**src/rtl/pag_pkg.sv**
```systemverilog
package pag_pkg;
   typedef enum logic {
      RGN_FIXED = 1'b0,
      RGN_ASGN  = 1'b1
   } pag_region_e;
endpackage

```
**src/rtl/pag_region_dec.sv**
```systemverilog
module pag_region_dec
   import pag_pkg::*;
#(
   parameter int AW          = 8,
   parameter int FIXED_WORDS = 16,
   parameter int CFG_ADDR    = 0
) (
   input  logic [AW-1:0] addr,
   output pag_region_e   region,
   output logic          cfg_hit
);
   localparam int FB = (FIXED_WORDS > 1) ? $clog2(FIXED_WORDS) : 1;
   localparam bit POW2 = ((FIXED_WORDS & (FIXED_WORDS - 1)) == 0);

   logic in_fixed;

   if (FIXED_WORDS < 2 || FIXED_WORDS >= (1 << AW)) begin : g_bad_fixed
      $error("FIXED_WORDS must lie in [2, 2**AW)");
   end
   if (CFG_ADDR >= FIXED_WORDS) begin : g_bad_cfg
      $error("CFG_ADDR must fall inside the protected window");
   end

   if (POW2) begin : g_mask_dec
      assign in_fixed = (addr[AW-1:FB] == '0);
   end else begin : g_cmp_dec
      assign in_fixed = (addr < AW'(FIXED_WORDS));
   end

   assign region  = in_fixed ? RGN_FIXED : RGN_ASGN;
   assign cfg_hit = (addr == AW'(CFG_ADDR));
endmodule

```
**src/rtl/pag_supv_cfg.sv**
```systemverilog
module pag_supv_cfg #(
   parameter int DW         = 16,
   parameter int LOCK_BIT   = 7,
   parameter bit LOCK_RESET = 1'b1
) (
   input  logic          clk,
   input  logic          rst_n,
   input  logic          wr,
   input  logic          supv,
   input  logic          cfg_hit,
   input  logic [DW-1:0] wdata,
   output logic          locked
);
   if (LOCK_BIT < 0 || LOCK_BIT >= DW) begin : g_bad_bit
      $error("LOCK_BIT outside data word");
   end

   logic locked_q;

   always_ff @(posedge clk or negedge rst_n) begin
      if (!rst_n)                     locked_q <= LOCK_RESET;
      else if (wr && supv && cfg_hit) locked_q <= wdata[LOCK_BIT];
   end

   assign locked = locked_q;


   lock_reset_chk: assert property (@(posedge clk) !rst_n |=> locked_q == LOCK_RESET);


   user_cfg_stable_chk: assert property (@(posedge clk) disable iff (!rst_n)
      (wr && !supv) |=> $stable(locked_q));
endmodule

```
**src/rtl/pag_resp_mux.sv**
```systemverilog
module pag_resp_mux
   import pag_pkg::*;
#(
   parameter int          DW        = 16,
   parameter logic [15:0] FIX_FILL  = 16'h0000,
   parameter logic [15:0] ASGN_FILL = 16'hFFFF
) (
   input  logic          allow,
   input  pag_region_e   region,
   input  logic          rd,
   input  logic          wr,
   input  logic [DW-1:0] periph_rdata,
   output logic [DW-1:0] rdata,
   output logic          periph_rd,
   output logic          periph_wr
);
   localparam logic [DW-1:0] FIX_W  = DW'(FIX_FILL);
   localparam logic [DW-1:0] ASGN_W = DW'(ASGN_FILL);

   logic [DW-1:0] fill;

   always_comb begin
      fill = (region == RGN_FIXED) ? FIX_W : ASGN_W;
      rdata = allow ? periph_rdata : fill;
   end

   assign periph_rd = rd & allow;
   assign periph_wr = wr & allow;
endmodule

```
**src/rtl/priv_access_gate.sv**
```systemverilog
module priv_access_gate
   import pag_pkg::*;
#(
   parameter int AW          = 8,
   parameter int DW          = 16,
   parameter int FIXED_WORDS = 16,
   parameter int CFG_ADDR    = 0,
   parameter int LOCK_BIT    = 7
) (
   input  logic          clk,
   input  logic          rst_n,
   input  logic [AW-1:0] bus_addr,
   input  logic          bus_rd,
   input  logic          bus_wr,
   input  logic [DW-1:0] bus_wdata,
   input  logic          bus_supv,
   output logic [DW-1:0] bus_rdata,
   input  logic [DW-1:0] periph_rdata,
   output logic          periph_rd,
   output logic          periph_wr,
   output logic          asgn_locked
);
   if (DW < 8 || DW > 16) begin : g_bad_dw
      $error("DW must be 8..16");
   end

   pag_region_e region;
   logic        cfg_hit;
   logic        allow;

   pag_region_dec #(.AW(AW), .FIXED_WORDS(FIXED_WORDS), .CFG_ADDR(CFG_ADDR)) u_dec (
      .addr    (bus_addr),
      .region  (region),
      .cfg_hit (cfg_hit)
   );

   pag_supv_cfg #(.DW(DW), .LOCK_BIT(LOCK_BIT), .LOCK_RESET(1'b1)) u_cfg (
      .clk     (clk),
      .rst_n   (rst_n),
      .wr      (bus_wr),
      .supv    (bus_supv),
      .cfg_hit (cfg_hit),
      .wdata   (bus_wdata),
      .locked  (asgn_locked)
   );

   assign allow = bus_supv | ((region == RGN_ASGN) & ~asgn_locked);

   pag_resp_mux #(.DW(DW)) u_mux (
      .allow        (allow),
      .region       (region),
      .rd           (bus_rd),
      .wr           (bus_wr),
      .periph_rdata (periph_rdata),
      .rdata        (bus_rdata),
      .periph_rd    (periph_rd),
      .periph_wr    (periph_wr)
   );


   supv_pass_chk: assert property (@(posedge clk) disable iff (!rst_n)
      bus_supv |-> (periph_rd == bus_rd && periph_wr == bus_wr && bus_rdata == periph_rdata));


   fixed_user_zero_chk: assert property (@(posedge clk) disable iff (!rst_n)
      (!bus_supv && bus_rd && bus_addr < AW'(FIXED_WORDS)) |-> (bus_rdata == '0 && !periph_rd));


   asgn_user_ones_chk: assert property (@(posedge clk) disable iff (!rst_n)
      (!bus_supv && bus_rd && asgn_locked && bus_addr >= AW'(FIXED_WORDS)) |-> (bus_rdata == '1 && !periph_rd));


   user_wr_block_chk: assert property (@(posedge clk) disable iff (!rst_n)
      (!bus_supv && (asgn_locked || bus_addr < AW'(FIXED_WORDS))) |-> !periph_wr);
endmodule

```
**config.mk**
```make
export PLATFORM = sky130hd
export DESIGN_NAME = priv_access_gate
export DESIGN_NICKNAME = d
export VERILOG_FILES = /design/src/rtl/pag_pkg.sv /design/src/rtl/pag_region_dec.sv /design/src/rtl/pag_supv_cfg.sv /design/src/rtl/pag_resp_mux.sv /design/src/rtl/priv_access_gate.sv
export SDC_FILE = /design/constraint.sdc
export NUM_CORES = 1
export LEC_CHECK = 0
export ABC_AREA = 1
export BUFFER_PORTS_ARGS = -buffer_cell sky130_fd_sc_hd__buf_2
export CORE_AREA = 2 2 39 41
export DETAILED_ROUTE_END_ITERATION = 8
export DIE_AREA = 0 0 41 43
export PLACE_DENSITY = 0.84
export SLEW_MARGIN = 20
export SYNTH_ARGS = -nofsm -noshare
export SYNTH_HDL_FRONTEND = slang
export SYNTH_HIERARCHICAL = 1
export SYNTH_SLANG_ARGS = --single-unit
```
**constraint.sdc**
```tcl
create_clock -name clk -period 2.37 [get_ports clk]
set_input_delay 0.5925 -clock clk [delete_from_list [all_inputs] [get_ports clk]]
set_output_delay 0.5925 -clock clk [all_outputs]
set_load 0.005 [all_outputs]
```
Yosys cells after proc, flatten, opt, wreduce, memory -nomap -nowiden
Cells that the tools add are included.

Input port bits: 45. Logic and storage cells: 13. Latch bits: 0. Memory bits (writable): 0. Memories kept: 0. Memory bits (read-only): 0. Bits in registers: 1. Output and inout port bits: 19.

Reductions and logical operators: 4. Shift-type cells: 0. Bitwise operators: 5. Equality and inequality tests: 0. Div/mod/pow operators: 0. Multiply operators: 0. Muxes and demuxes: 3. Magnitude comparators: 0. $add $sub $neg: 0.

Operators with widths (number): 16-bit 2-to-1 mux (2); 8-bit logical NOT (1); 4-bit logical NOT (1); 1-bit bitwise AND (3); 1-bit logical AND (2); 1-bit 2-to-1 mux (1); 1-bit inverter (1); 1-bit OR (1).

Longest topological paths before layout
Depth after elaboration: 5. Mapped depth: 9. Gate-level depth less buffers: 7.

By module
Netlist, hierarchy kept.

Modules (own cells, without submodules): pag_resp_mux (seq. area each 0.0 um2, area each 183.9 um2, cells each 41, times used 1); pag_supv_cfg (seq. area each 26.3 um2, area each 45.0 um2, cells each 5, times used 1); pag_region_dec (seq. area each 0.0 um2, area each 26.3 um2, cells each 7, times used 1); priv_access_gate (seq. area each 0.0 um2, area each 15.0 um2, cells each 4, times used 1).

Worst setup path before layout
No wires, ideal clock.

Path kind: input port to output port. From: input port bus_addr[7]. To: output port bus_rdata[10]. Data arrival time: 1354 ps. Stages on the path: 9. Path buffers: 2. Required time: 1778 ps. Slack: 424 ps. Cells stage by stage: nor2_1 -> nand2_1 -> nand2_1 -> nand2_1 -> buf_6 -> inv_2 -> nand2_4 -> buf_8 -> nand2_1.

Word-level cells in the longest chain between the ends: 5. Elaborated cells on any way between the ends: 6. Those cells by class: mux (3); bitwise (2); reduce/logical (1).

Ends and longest elaborated chain: start: declaration (line priv_access_gate.sv:12) `input logic [AW-1:0] bus_addr,`; 4-bit logical NOT (line pag_region_dec.sv:25) `assign in_fixed = (addr[AW-1:FB] == '0);`; 1-bit 2-to-1 mux (line pag_region_dec.sv:30) `assign region = in_fixed ? RGN_FIXED : RGN_ASGN;`; via region (line priv_access_gate.sv:27) `pag_region_e region;`; 1-bit bitwise AND (line priv_access_gate.sv:47) `assign allow = bus_supv | ((region == RGN_ASGN) & ~asgn_locked);`; 1-bit OR (line priv_access_gate.sv:47); via allow (line priv_access_gate.sv:29) `logic allow;`; 16-bit 2-to-1 mux (line pag_resp_mux.sv:24) `rdata = allow ? periph_rdata : fill;`; end: declaration (line priv_access_gate.sv:17) `output logic [DW-1:0] bus_rdata,`.

The timed path passes the listed nets, and every way through them passes these cells.

Worst setup path after layout
From: input port bus_addr[5]. To: output port bus_rdata[5].

The elaborated chain is that of the path after synthesis.

==> results.json <==
{
  "outcome": "completed",
  "path_class": "primary input to output port",
  "dr.pass1.iters": 3,
  "syn_inst": 57,
  "p_leak_uw": 0.000398,
  "area_growth_pct": 89.4,
  "track_usage_pct": 9.52,
  "worstMarginPinSlew_ns": 0.158,
  "required_ns": 1.78,
  "wl_per_cell_um": 7.26,
  "setup_viol": 0,
  "crit_path_start_kind": "primary input",
  "clock_latency_ns": 0,
  "avgSynthCellArea_um2": 4.74,
  "grt_pass1_vias": 342,
  "rsz0062_at_grt": "no",
  "nFillCells": 152,
  "timing.critical_path.fanout_max": 10,
  "drive_gt1_share_pct": 51.0,
  "rows": 14,
  "p_per_area_nw_per_um2": 177,
  "grt_pass1_wl_mm": 1.27,
  "min_path_type": "flop to flop",
  "ys_seq_area_share_pct": 9.72,
  "portBuffers": 48,
  "syn_area_um2": 270,
  "synth_nets": 102,
  "cts_resized": 0,
  "ant_nets": 0,
  "hold_violations": 0,
  "initial_core_util_pct": 19.5,
  "post_cts_buffers": 0,
  "vias": 453,
  "synth.top_cell.area_share_pct": 55.6,
  "fmax_mhz": 483,
  "clock-skew-final_ns": 0,
  "drtIter0Drc": 5,
  "ys_types": 11,
  "setup.worst_path.end_class": "output port",
  "largest_reg_flops": 1,
  "finalCritPeriodShare_pct": 87.4,
  "ys_async_sr_fraction_pct": 100,
  "drv_slew": 0,
  "drc": 0,
  "rrSetupSlack_ns": 1.69,
  "yosys-top-cells-count": "nand2_1 (40), nor2_1 (5), inv_1 (4)",
  "max_slew_margin_pct": 89.5,
  "yosysTopAreaCell": "nand2_1",
  "hpwl_um": 795,
  "drv_cap": 0,
  "die_area_um2": 1760,
  "ys_ff_latch": 1,
  "ctsHoldBuffers": 0,
  "yosysMostFrequentCell": "nand2_1",
  "clkTransAtPathRegs_ns": 0,
  "io_pins": 64,
  "grt_max_degree": 17,
  "finalCriticalPeriod_ns": 2.07,
  "antenna_found_initial": 0,
  "vias_per_cell": 3.78,
  "grt.overflow.total": 0,
  "yosys-top-cells-area": "nand2_1 (56%), dfstp_2 (9.7%), nor2_1 (6.9%), buf_8 (5.6%), inv_1 (5.6%)",
  "antennaDiodeCount": 0,
  "cp.arrival_ns": 1.48,
  "ir_worst_vdd_v": 0.000101,
  "num-nets-final": 151,
  "synth_edf_count": 0,
  "synth_ff_type": "dfstp_2",
  "die_w_um": 41,
  "place.gp.congestion": 0.633,
  "routed_wl_um": 871,
  "dpl_cell_area_um2": 512,
  "synth_warnings": 6,
  "fin_area_um2": 512,
  "die_h_um": 43,
  "core_area_um2": 1380,
  "tns_ns": 0
}
## metal layers
layer / global-route usage, % / wire length (um) / up-vias
li1: - / - / 260
met1: 11.8 / 355 / 168
met2: 18.1 / 423 / 25
met3: 0 / 91 / 0
met4: 0 / 0 / 0
met5: 0 / 0 / -
## metrics by stage
step	utilization, %	instances	worst slack, ns	hold slack, ns	total power (uW)
3_5_place_dp	37.0	120	0.271	0.466	91.4
3_3_place_gp	37.0	120	0.289	0.464	90.4
4_1_cts	37.0	120	0.271	0.468	91.5
6_report	37.0	120	0.300	0.464	90.5
2_1_floorplan	-	57	0.424	0.445	49.2
5_1_grt	37.0	120	0.138	0.478	102
## path summary, 6_finish.rpt
check,start,to,depth (start not counted)
max reg2reg,u_cfg/locked$_DFFE_PN1P_,u_cfg/locked$_DFFE_PN1P_,2
min in group asynchronous,rst_n,u_cfg/locked$_DFFE_PN1P_,1
max in group asynchronous,rst_n,u_cfg/locked$_DFFE_PN1P_,1
min,u_cfg/locked$_DFFE_PN1P_,u_cfg/locked$_DFFE_PN1P_,2
max,bus_addr[5],bus_rdata[5],9
min reg2reg,u_cfg/locked$_DFFE_PN1P_,u_cfg/locked$_DFFE_PN1P_,2
## logic make-up after synthesis
logic type / Yosys count / share of synthesized area, %
AND/OR/NAND/NOR: 48 / 70.8
buffers and inverters: 8 / 19.4
flip-flops: 1 / 9.72
## final cells by class
class	instances	area (um2)	area share, %
inverter	5	18.8	3.67
multi-input combinational	48	191	37.4
sequential	1	26.3	5.13
tap	16	20.0	3.91
timing repair buffer	50	255	49.9
## worst max-delay path: stages
cell and delay (ns):
buf_2 0.10, nor2_1 0.09, nand2_1 0.11, nand2_1 0.09, nand2_1 0.08, buf_4 0.18, nand2_1 0.06, nand2_1 0.05
buf_2 0.13
## layout by cell type (no fill, tap or decap), drive strengths merged
cell and n:
buf 50, dfstp 1, inv 5, nand2 41, nand3 1, nand4 1, nor2 5
## where the power goes
| group | internal [uW] | switching [uW] | leakage, uW |
|---|---|---|---|
| combinational | 40.7 | 31.3 | 0.000388 |
| clock | 0 | 0 | 0 |
| sequential | 18.2 | 0.325 | 0.0000103 |
| total | 58.9 | 31.6 | 0.000398 |
Power figures use the tool's default switching activity.
